===== src/rtl/lft_pkg.sv =====
package lft_pkg;

  localparam int LFT_CNT_W = 8;
  localparam int LFT_NTAP  = 4;

  // Counter bit watched by each event index.
  // With a 256 Hz input, bit k has a period of 2^(k+1)/256 s.
  function automatic int tap_pos(input int idx);
    case (idx)
      0:       tap_pos = 2;  // 32 Hz
      1:       tap_pos = 4;  // 8 Hz
      2:       tap_pos = 6;  // 2 Hz
      default: tap_pos = 7;  // 1 Hz
    endcase
  endfunction

endpackage


===== src/rtl/lft_ctrl.sv =====
module lft_ctrl #(
  parameter int NTAP = lft_pkg::LFT_NTAP
) (
  input  logic            clk,
  input  logic            rst_n,
  input  logic            run_we,
  input  logic            run_d,
  input  logic            en_we,
  input  logic [NTAP-1:0] en_d,
  output logic            run_q,
  output logic [NTAP-1:0] en_q
);

  logic            run_nxt;
  logic [NTAP-1:0] en_nxt;

  always_comb begin
    run_nxt = run_q;
    en_nxt  = en_q;
    if (run_we) run_nxt = run_d;
    if (en_we)  en_nxt  = en_d;
  end

  always_ff @(posedge clk or negedge rst_n) begin
    if (!rst_n) begin
      run_q <= 1'b0;
      en_q  <= '0;
    end else begin
      run_q <= run_nxt;
      en_q  <= en_nxt;
    end
  end

endmodule


===== src/rtl/lft_divider.sv =====
module lft_divider #(
  parameter int CNT_W = lft_pkg::LFT_CNT_W,
  parameter int NTAP  = lft_pkg::LFT_NTAP
) (
  input  logic             clk,
  input  logic             rst_n,
  input  logic             tick,
  input  logic             run,
  input  logic             clr,
  output logic [CNT_W-1:0] cnt_q,
  output logic [NTAP-1:0]  fall
);

  logic             adv;
  logic [CNT_W-1:0] cnt_inc;
  logic [CNT_W-1:0] cnt_nxt;

  assign adv     = run && tick && !clr;
  assign cnt_inc = cnt_q + {{(CNT_W-1){1'b0}}, 1'b1};

  always_comb begin
    cnt_nxt = cnt_q;
    if (clr)      cnt_nxt = '0;
    else if (adv) cnt_nxt = cnt_inc;
  end

  always_ff @(posedge clk or negedge rst_n) begin
    if (!rst_n) cnt_q <= '0;
    else        cnt_q <= cnt_nxt;
  end

  // Stage edge detection: only an advance can produce an event.
  for (genvar g = 0; g < NTAP; g++) begin : g_tap
    localparam int P = lft_pkg::tap_pos(g);
    assign fall[g] = adv && cnt_q[P] && !cnt_inc[P];
  end

  AST_CNT_STEP: assert property (@(posedge clk) disable iff (!rst_n)
    (run && tick && !clr) |=> (cnt_q == $past(cnt_q) + 1'b1));
  AST_CNT_HOLD: assert property (@(posedge clk) disable iff (!rst_n)
    (!run && !clr) |=> $stable(cnt_q));
  AST_CNT_CLR: assert property (@(posedge clk) disable iff (!rst_n)
    clr |=> (cnt_q == '0));

endmodule


===== src/rtl/lft_flag.sv =====
module lft_flag (
  input  logic clk,
  input  logic rst_n,
  input  logic set,
  input  logic clr_w,
  output logic flag_q
);

  logic flag_nxt;

  always_comb begin
    flag_nxt = flag_q;
    if (clr_w) flag_nxt = 1'b0;
    if (set)   flag_nxt = 1'b1;
  end

  always_ff @(posedge clk or negedge rst_n) begin
    if (!rst_n) flag_q <= 1'b0;
    else        flag_q <= flag_nxt;
  end

  AST_FLAG_SET: assert property (@(posedge clk) disable iff (!rst_n)
    set |=> flag_q);
  AST_FLAG_CLR: assert property (@(posedge clk) disable iff (!rst_n)
    (clr_w && !set) |=> !flag_q);
  AST_FLAG_KEEP: assert property (@(posedge clk) disable iff (!rst_n)
    (!clr_w && !set) |=> $stable(flag_q));

endmodule


===== src/rtl/lftick_timer.sv =====
module lftick_timer #(
  parameter int CNT_W = lft_pkg::LFT_CNT_W,
  parameter int NTAP  = lft_pkg::LFT_NTAP
) (
  input  logic             clk,
  input  logic             rst_n,
  input  logic             osc_tick,
  input  logic             run_we,
  input  logic             run_d,
  input  logic             cnt_clr,
  input  logic [NTAP-1:0]  flag_clr,
  input  logic             en_we,
  input  logic [NTAP-1:0]  en_d,
  output logic [CNT_W-1:0] count,
  output logic [1:0]       ctl_rd,
  output logic [NTAP-1:0]  flag,
  output logic [NTAP-1:0]  irq,
  output logic             irq_any
);

  logic            run_q;
  logic [NTAP-1:0] en_q;
  logic [NTAP-1:0] fall;

  lft_ctrl #(.NTAP(NTAP)) u_ctrl (
    .clk    (clk),
    .rst_n  (rst_n),
    .run_we (run_we),
    .run_d  (run_d),
    .en_we  (en_we),
    .en_d   (en_d),
    .run_q  (run_q),
    .en_q   (en_q)
  );

  lft_divider #(.CNT_W(CNT_W), .NTAP(NTAP)) u_div (
    .clk   (clk),
    .rst_n (rst_n),
    .tick  (osc_tick),
    .run   (run_q),
    .clr   (cnt_clr),
    .cnt_q (count),
    .fall  (fall)
  );

  for (genvar g = 0; g < NTAP; g++) begin : g_flag
    lft_flag u_flag (
      .clk    (clk),
      .rst_n  (rst_n),
      .set    (fall[g]),
      .clr_w  (flag_clr[g]),
      .flag_q (flag[g])
    );
  end

  assign irq     = flag & en_q;
  assign irq_any = |irq;
  assign ctl_rd  = {1'b0, run_q};

  AST_RUN_KEEP: assert property (@(posedge clk) disable iff (!rst_n)
    (cnt_clr && !run_we) |=> $stable(run_q));
  AST_IRQ_NEEDS_EN: assert property (@(posedge clk) disable iff (!rst_n)
    irq_any |-> (|en_q));
  AST_NO_FLAG_ON_CLR: assert property (@(posedge clk) disable iff (!rst_n)
    cnt_clr |-> (fall == '0));

endmodule


===== config.mk =====
export PLATFORM = sky130hd
export DESIGN_NAME = lftick_timer
export DESIGN_NICKNAME = d
export VERILOG_FILES = /design/src/rtl/lft_pkg.sv /design/src/rtl/lft_ctrl.sv /design/src/rtl/lft_divider.sv /design/src/rtl/lft_flag.sv /design/src/rtl/lftick_timer.sv
export SDC_FILE = /design/constraint.sdc
export NUM_CORES = 1
export LEC_CHECK = 0
export ABC_CLOCK_PERIOD_IN_PS = 1700
export BUFFER_PORTS_ARGS = -buffer_cell sky130_fd_sc_hd__buf_4
export CAP_MARGIN = 40
export CORE_MARGIN = 10
export CORE_UTILIZATION = 48
export CTS_BUF_LIST = sky130_fd_sc_hd__clkbuf_2
export CTS_CLUSTER_DIAMETER = 100
export CTS_CLUSTER_SIZE = 14
export DETAILED_ROUTE_END_ITERATION = 10
export GPL_TIMING_DRIVEN = 0
export PLACE_DENSITY = 0.8
export RECOVER_POWER = 25
export SYNTH_ARGS = -nofsm -noshare
export SYNTH_HDL_FRONTEND = slang
export SYNTH_SLANG_ARGS = --single-unit

===== constraint.sdc =====
create_clock -name clk -period 1.7 [get_ports clk]
set_input_delay 0.17 -clock clk [delete_from_list [all_inputs] [get_ports clk]]
set_output_delay 0.17 -clock clk [all_outputs]
set_load 0.05 [all_outputs]

==> reports/metrics.yaml, run 1 <==
cts_root_buf: "clkbuf_2"
p_per_area_nw_per_um2: 621.7
crit_slowest_cell: "or4_4"
setup_viol: 1
syn_nets: 91
cp_max_fo: 2
synth.area.top_cells: "dfrtp_1 (53%), mux2_2 (7.0%), buf_4 (5.6%)"
fmax_ghz: 0.5704
nNetsFinal: 137
rr_endpoint: "u_div.cnt_q[6]"
synthTopCellsByCount: "dfrtp_1 (17), a21oi_1 (6), buf_4 (6)"
period_share: 1.031
finalClockSkew_ns: 0.001168
worstPathRequired_ns: 1.53
r2r_slack_ns: 0.13
die_w_um: 60.97
crit_chain: "and2_4 > or4_4 > buf_8"
yosysTopAreaCellShare: 0.5280
coreArea_um2: 1541
slew_headroom: 0.3821
path_buf_inv: 1
maxCapViolCount: 0
yosys.area.top_type: "dfrtp_1"
critPathArrivalTime_ns: 1.58
outcome: "complete, but fails checks"
place_ws_ns: 0.1683
synth_flop_cell: "dfrtp_1"
path_delay_family: "simple AND/OR/NAND/NOR gates"
whs_ns: 0.03758
antenna_cells: 0
vdd_drop_max_v: 0.0005150
path_clk_slew_ns: 0.15
ys_ff_latch: 17
gp_congestion: 0.7129
die_h_um: 60.97
drive_above_1_share: 0.4750
synth_area_um2: 805.8
dr.pass1.iters: 4
hold_viol: 0
tightest_slew_ns: 0.9268
route.detailed.drc: 0
cts_tree: "done"
end_kind: "output port"
gr-total-overflow: 0
clkSinkCount: 17
worst-path-stages: 3
place.port_buffers: 32
grt_first_pass_wirelength_mm: 3.415
num_rows: 14
antenna_found_initial: 0
setup.worst_path.class: "reg2out"
final.setup.worst_slack_ns: -0.05314
ant_nets: 0
total_power_uw: 729.6
crit_path_max_incr_delay_ns: 0.54
fin_crit_ns: 1.753
dr.first_iter.drc_count: 9
htree_levels: 1
startpoint: "g_flag[3].u_flag.flag_q"
synthArstFlopShare: 1.000
grt_max_degree: 18
vias_per_cell: 5.324
leakage_uw: 0.0005743
worstReg2RegStart: "u_div.cnt_q[0]"
num_io_pins: 34
reg2regPathDepth: 4
synth.most_common_cell: "dfrtp_1"
endpoint: "irq_any"
synth_edf_count: 0
grt_usage: 0.1222
synth_seq_area_share: 0.5280
cts_buffers: 3
num_vias: 724
grt_pass1_vias: 739
startpoint_type: "register"
wl_mm: 2.182
place.detailed.hpwl_mm: 1.579
min_path_type: "in2reg"
synthCells: 75
avgSynthCellArea_um2: 10.74
routedWlPerCell_um: 16.04
report.final.slew_viol_count: 0
dieArea_um2: 3717
clk_latency_ns: 0.28
initial_core_util: 0.5227
ys_warn_count: 0
violations: "negative setup slack"
rsz0062_at_grt: "true"
area_growth_pct: 45.65
cts_buffer_depth: 2
synth.distinct_cells: 24
==> power by group <==
group | internal [µW] | total (µW) | switching, µW | leakage, µW
clock | 62.4 | 183 | 120 | 0.0000166
sequential | 420 | 434 | 13.6 | 0.000225
combinational | 52.7 | 113 | 60.6 | 0.000332
total | 535 | 730 | 195 | 0.000574
==> logic make-up after synthesis <==
| family | after synthesis | synth area share |
|---|---|---|
| AND/OR/NAND/NOR | 23 | 0.1662 |
| flip-flops | 17 | 0.5280 |
| multiplexers | 5 | 0.06987 |
| buffers and inverters | 11 | 0.07918 |
| AO/OA/AOI/OAI | 15 | 0.1149 |
| XOR/XNOR | 2 | 0.02174 |
| adder cells (fa/ha/maj) | 1 | 0.01553 |
| other | 1 | 0.004654 |
==> cells in the final DEF, fill, tap and decap left out, types with 3 or more instances in the layout <==
cell type / n
a21oi_1: 6
buf_4: 42
clkbuf_2: 4
dfrtp_1: 17
dlygate4sd3_1: 3
inv_1: 4
mux2_2: 5
nand3_1: 4
o21ai_0: 3
==> sequential cells by signal, indices dropped and copies added, names as in the netlist <==
| signal | count |
|---|---|
| u_ctrl.en_q | 4 |
| u_ctrl.run_q | 1 |
| u_div.cnt_q | 8 |
| g_flag.u_flag.flag_q | 4 |
==> cell type report <==
| type | count | area (µm²) |
|---|---|---|
| clock buffers | 4 | 20.02 |
| multi-input cells | 47 | 325.3 |
| repair buffers | 41 | 319.1 |
| fillers | 112 | 367.9 |
| plain buffers | 7 | 48.80 |
| inverters | 4 | 15.01 |
| well taps | 16 | 20.02 |
| flip-flops and latches | 17 | 425.4 |
==> repair_timing <==
action	CTS	global route
endpoints found under the setup margin	1	1
hold buffers	1	2
setup buffers	4	2
endpoints found under the hold margin	17	2
resized for setup	2	3
pin swaps	2	1
==> per-layer routing <==
| metal | global-route usage | wire, µm | up-vias |
|---|---|---|---|
| met2 | 0.2213 | 1161 | 21 |
| met5 | 0 | 0 | - |
| met3 | 0.03967 | 132 | 4 |
| met4 | 0.05643 | 14 | 0 |
| met1 | 0.1235 | 873 | 349 |
| li1 | - | - | 350 |
==> stage by stage <==
step	utilization	cells	TNS, ns	area [µm²]
after floorplan	-	75	0	805.8
after global placement	0.6916	123	0	1066
after detailed placement	0.6916	123	0	1066
after CTS	0.7346	132	-0.04493	1132
after global routing	0.7614	136	-0.1101	1174
final	0.7614	136	-0.05314	1174
==> how the worst min path moves through the flow <==
| stage | start | slack, ns | end | cells after the start |
|---|---|---|---|---|
| after global placement | rst_n | 0.04 | u_ctrl.en_q[0] | 1 |
| after floorplan | rst_n | -0.13 | g_flag[0].u_flag.flag_q | 0 |
| after CTS | flag_clr[1] | 0.02 | g_flag[1].u_flag.flag_q | 2 |
| final | flag_clr[1] | 0.04 | g_flag[1].u_flag.flag_q | 2 |
| after detailed placement | rst_n | 0.05 | u_ctrl.en_q[0] | 1 |
| after global routing | flag_clr[1] | 0.007 | g_flag[1].u_flag.flag_q | 2 |
Power figures use the tool's default switching activity.
==> run 2: changes to the inputs <==
--- a/config.mk
+++ b/config.mk
@@ -15,7 +15,7 @@
 export CTS_CLUSTER_SIZE = 14
 export DETAILED_ROUTE_END_ITERATION = 10
 export GPL_TIMING_DRIVEN = 0
-export PLACE_DENSITY = 0.8
+export PLACE_DENSITY = 0.85
 export RECOVER_POWER = 25
 export SYNTH_ARGS = -nofsm -noshare
 export SYNTH_HDL_FRONTEND = slang
==> run 2 against run 1 <==
Compared with the run above:
- the run still ends with negative setup slack left
- sequential share of layout area is 1.3 points higher
- sequential cell count unchanged
- non-clock buffer count is 4 lower
- die area stayed put
- register-to-register slack improved by 0.04 ns
- core utilization is 2.7 points lower
- first-iteration DRC count fell by 22%
- final area down 3.5%
- fmax down 0.54%
- power up 0.12%
- worst hold slack lost 0.010 ns
- via count down 0.41%
- critical path type unchanged
- critical endpoint unchanged
==> reports/metrics.yaml, run 2 (synthesized netlist as in run 1, its figures left out) <==
gp_congestion: 0.7202  # +1.0%
holdPathStages: 2  # unchanged
slew_headroom: 0.3761  # -0.006043
drive_above_1_share: 0.4655  # -0.009483
reg_top3: "u_div.cnt_q (8), g_flag.u_flag.flag_q (4), u_ctrl.en_q (4)"
violations: "negative setup slack"
outcome: "complete, but fails checks"
die_h_um: 60.97  # unchanged
path_clk_slew_ns: 0.16  # about the same
grtUsageMet1: 0.1223  # -0.001211
worstPathRequired_ns: 1.53  # about the same
min_path_type: "in2reg"
antenna_found_initial: 0  # unchanged
startpoint_type: "register"
htree_levels: 1  # unchanged
place_ws_ns: 0.1805  # +0.01222 ns
grt_pass1_vias: 728  # -1.5%
fin_cells: 132  # -2.9%
vdd_drop_max_v: 0.0004424  # -14%
rsz0062_at_grt: "true"
cts_buffer_depth: 2  # unchanged
setup.worst_path.class: "reg2out"
wl_mm: 2.163  # -0.87%
fin_crit_ns: 1.763  # +0.009451 ns
final.setup.worst_slack_ns: -0.06259  # -0.009452 ns
finalClockSkew_ns: 0.01231  # +0.01114 ns
cts_buffers: 3  # unchanged
clkSinkCount: 17  # unchanged
num_io_pins: 34  # unchanged
num-fill-cells: 115  # +2.7%
grt_max_degree: 18  # unchanged
place.port_buffers: 32  # unchanged
gr-total-overflow: 0  # unchanged
coreArea_um2: 1541  # unchanged
place.detailed.hpwl_mm: 1.622  # +2.8%
vias_per_cell: 5.462  # +2.6%
fmax_ghz: 0.5673  # -0.54%
cp_max_fo: 2  # unchanged
dp.cells: 123  # unchanged
largest_reg_flops: 8  # unchanged
maxCapViolCount: 0  # unchanged
area_growth_pct: 40.53
clk_latency_ns: 0.30  # +0.02 ns
dieArea_um2: 3717  # unchanged
cts_root_buf: "clkbuf_2"
setup_viol: 1  # unchanged
dr.pass1.iters: 4  # unchanged
initial_core_util: 0.5227  # unchanged
layout_common_cells: "buf_4 (40), dfrtp_1 (17), a21oi_1 (6)"
period_share: 1.037  # +0.005560
critPathArrivalTime_ns: 1.59  # about the same
met3_usage: 0.03758  # -0.002088
report.final.slew_viol_count: 0  # unchanged
p_per_area_nw_per_um2: 645.1  # +3.8%
antenna_cells: 0  # unchanged
num_rows: 14  # unchanged
cts_tree: "done"
ant_nets: 0  # unchanged
final_common_cell: "buf_4"
num_vias: 721  # -0.41%
tightest_slew_ns: 0.9359  # +0.009065 ns
route.detailed.drc: 0  # unchanged
die_w_um: 60.97  # unchanged
reg2regPathDepth: 4  # unchanged
grt_first_pass_wirelength_mm: 3.463  # +1.4%
dr.first_iter.drc_count: 7  # -2
grt_usage: 0.1231  # +0.0008400
hold_viol: 0  # unchanged
groute.layer.met2.usage: 0.2314  # +0.01019
leakage_uw: 0.0005527  # -3.8%
busiest_layer: "met2"
end_kind: "output port"
nNetsFinal: 133  # -2.9%
routedWlPerCell_um: 16.39  # +2.1%
max_flop_register: "u_div.cnt_q"
[run 2: per-layer routing]
layer | share of wire | wire length, µm | vias up
met5 | 0 | 0 | -
met1 | 0.37 | 803 | 352
li1 | - | - | 344
met4 | 0.017 | 36 | 0
met3 | 0.076 | 164 | 5
met2 | 0.54 | 1159 | 20
[run 2: what timing repair did]
action / in CTS / in global routing
setup buffers: 3 / 1
hold endpoints to repair: 17 / 0
endpoints found under the setup margin: 1 / 1
pin swaps: 1 / 0
hold buffers: 1 / 0
gates resized for setup: 3 / 0
[run 2: final cells by class]
cell class / count / area [µm²] / share of cell area
Sequential cell: 17 / 425.4 / 0.3757
Multi-Input combinational cell: 47 / 322.8 / 0.2851
Timing Repair Buffer: 37 / 280.3 / 0.2475
Buffer: 7 / 48.80 / 0.04309
Clock buffer: 4 / 20.02 / 0.01768
Tap cell: 16 / 20.02 / 0.01768
Inverter: 4 / 15.01 / 0.01326
[run 2: critical path, stage by stage, from the launching register on]
cell,delay [ns]
dfrtp_1,0.42
and2_4,0.17
or4_4,0.54
buf_6,0.17
[run 2: final timing paths]
check | from | end | slack (ns)
setup / recovery | g_flag[1].u_flag.flag_q | irq_any | -0.06
hold / removal | flag_clr[1] | g_flag[1].u_flag.flag_q | 0.03
setup reg to reg | u_div.cnt_q[0] | u_div.cnt_q[6] | 0.17
hold reg to reg | u_ctrl.en_q[0] | u_ctrl.en_q[0] | 0.52
max in group asynchronous | rst_n | u_div.cnt_q[6] | 0.62
min in group asynchronous | rst_n | u_ctrl.en_q[0] | 0.50
[run 2: stage by stage]
step	cell area (µm²)	util	TNS, ns	hold slack (ns)	power [µW]
4_1_cts	1129	0.7321	-0.04593	0.01842	737.1
5_1_grt	1132	0.7346	-0.09783	0.004985	762.0
3_3_place_gp	1066	0.6916	0	0.04361	547.2
3_5_place_dp	1066	0.6916	0	0.04504	551.2
2_1_floorplan	805.8	-	0	-0.1256	496.7
6_report	1132	0.7346	-0.06259	0.02735	730.5
[run 2: report_power, final]
| group | switching (µW) | leakage [µW] | internal (µW) |
|---|---|---|---|
| combinational | 61.0 | 0.000311 | 50.0 |
| sequential | 13.2 | 0.000225 | 420 |
| clock | 124 | 0.0000166 | 62.3 |
| total | 198 | 0.000553 | 532 |
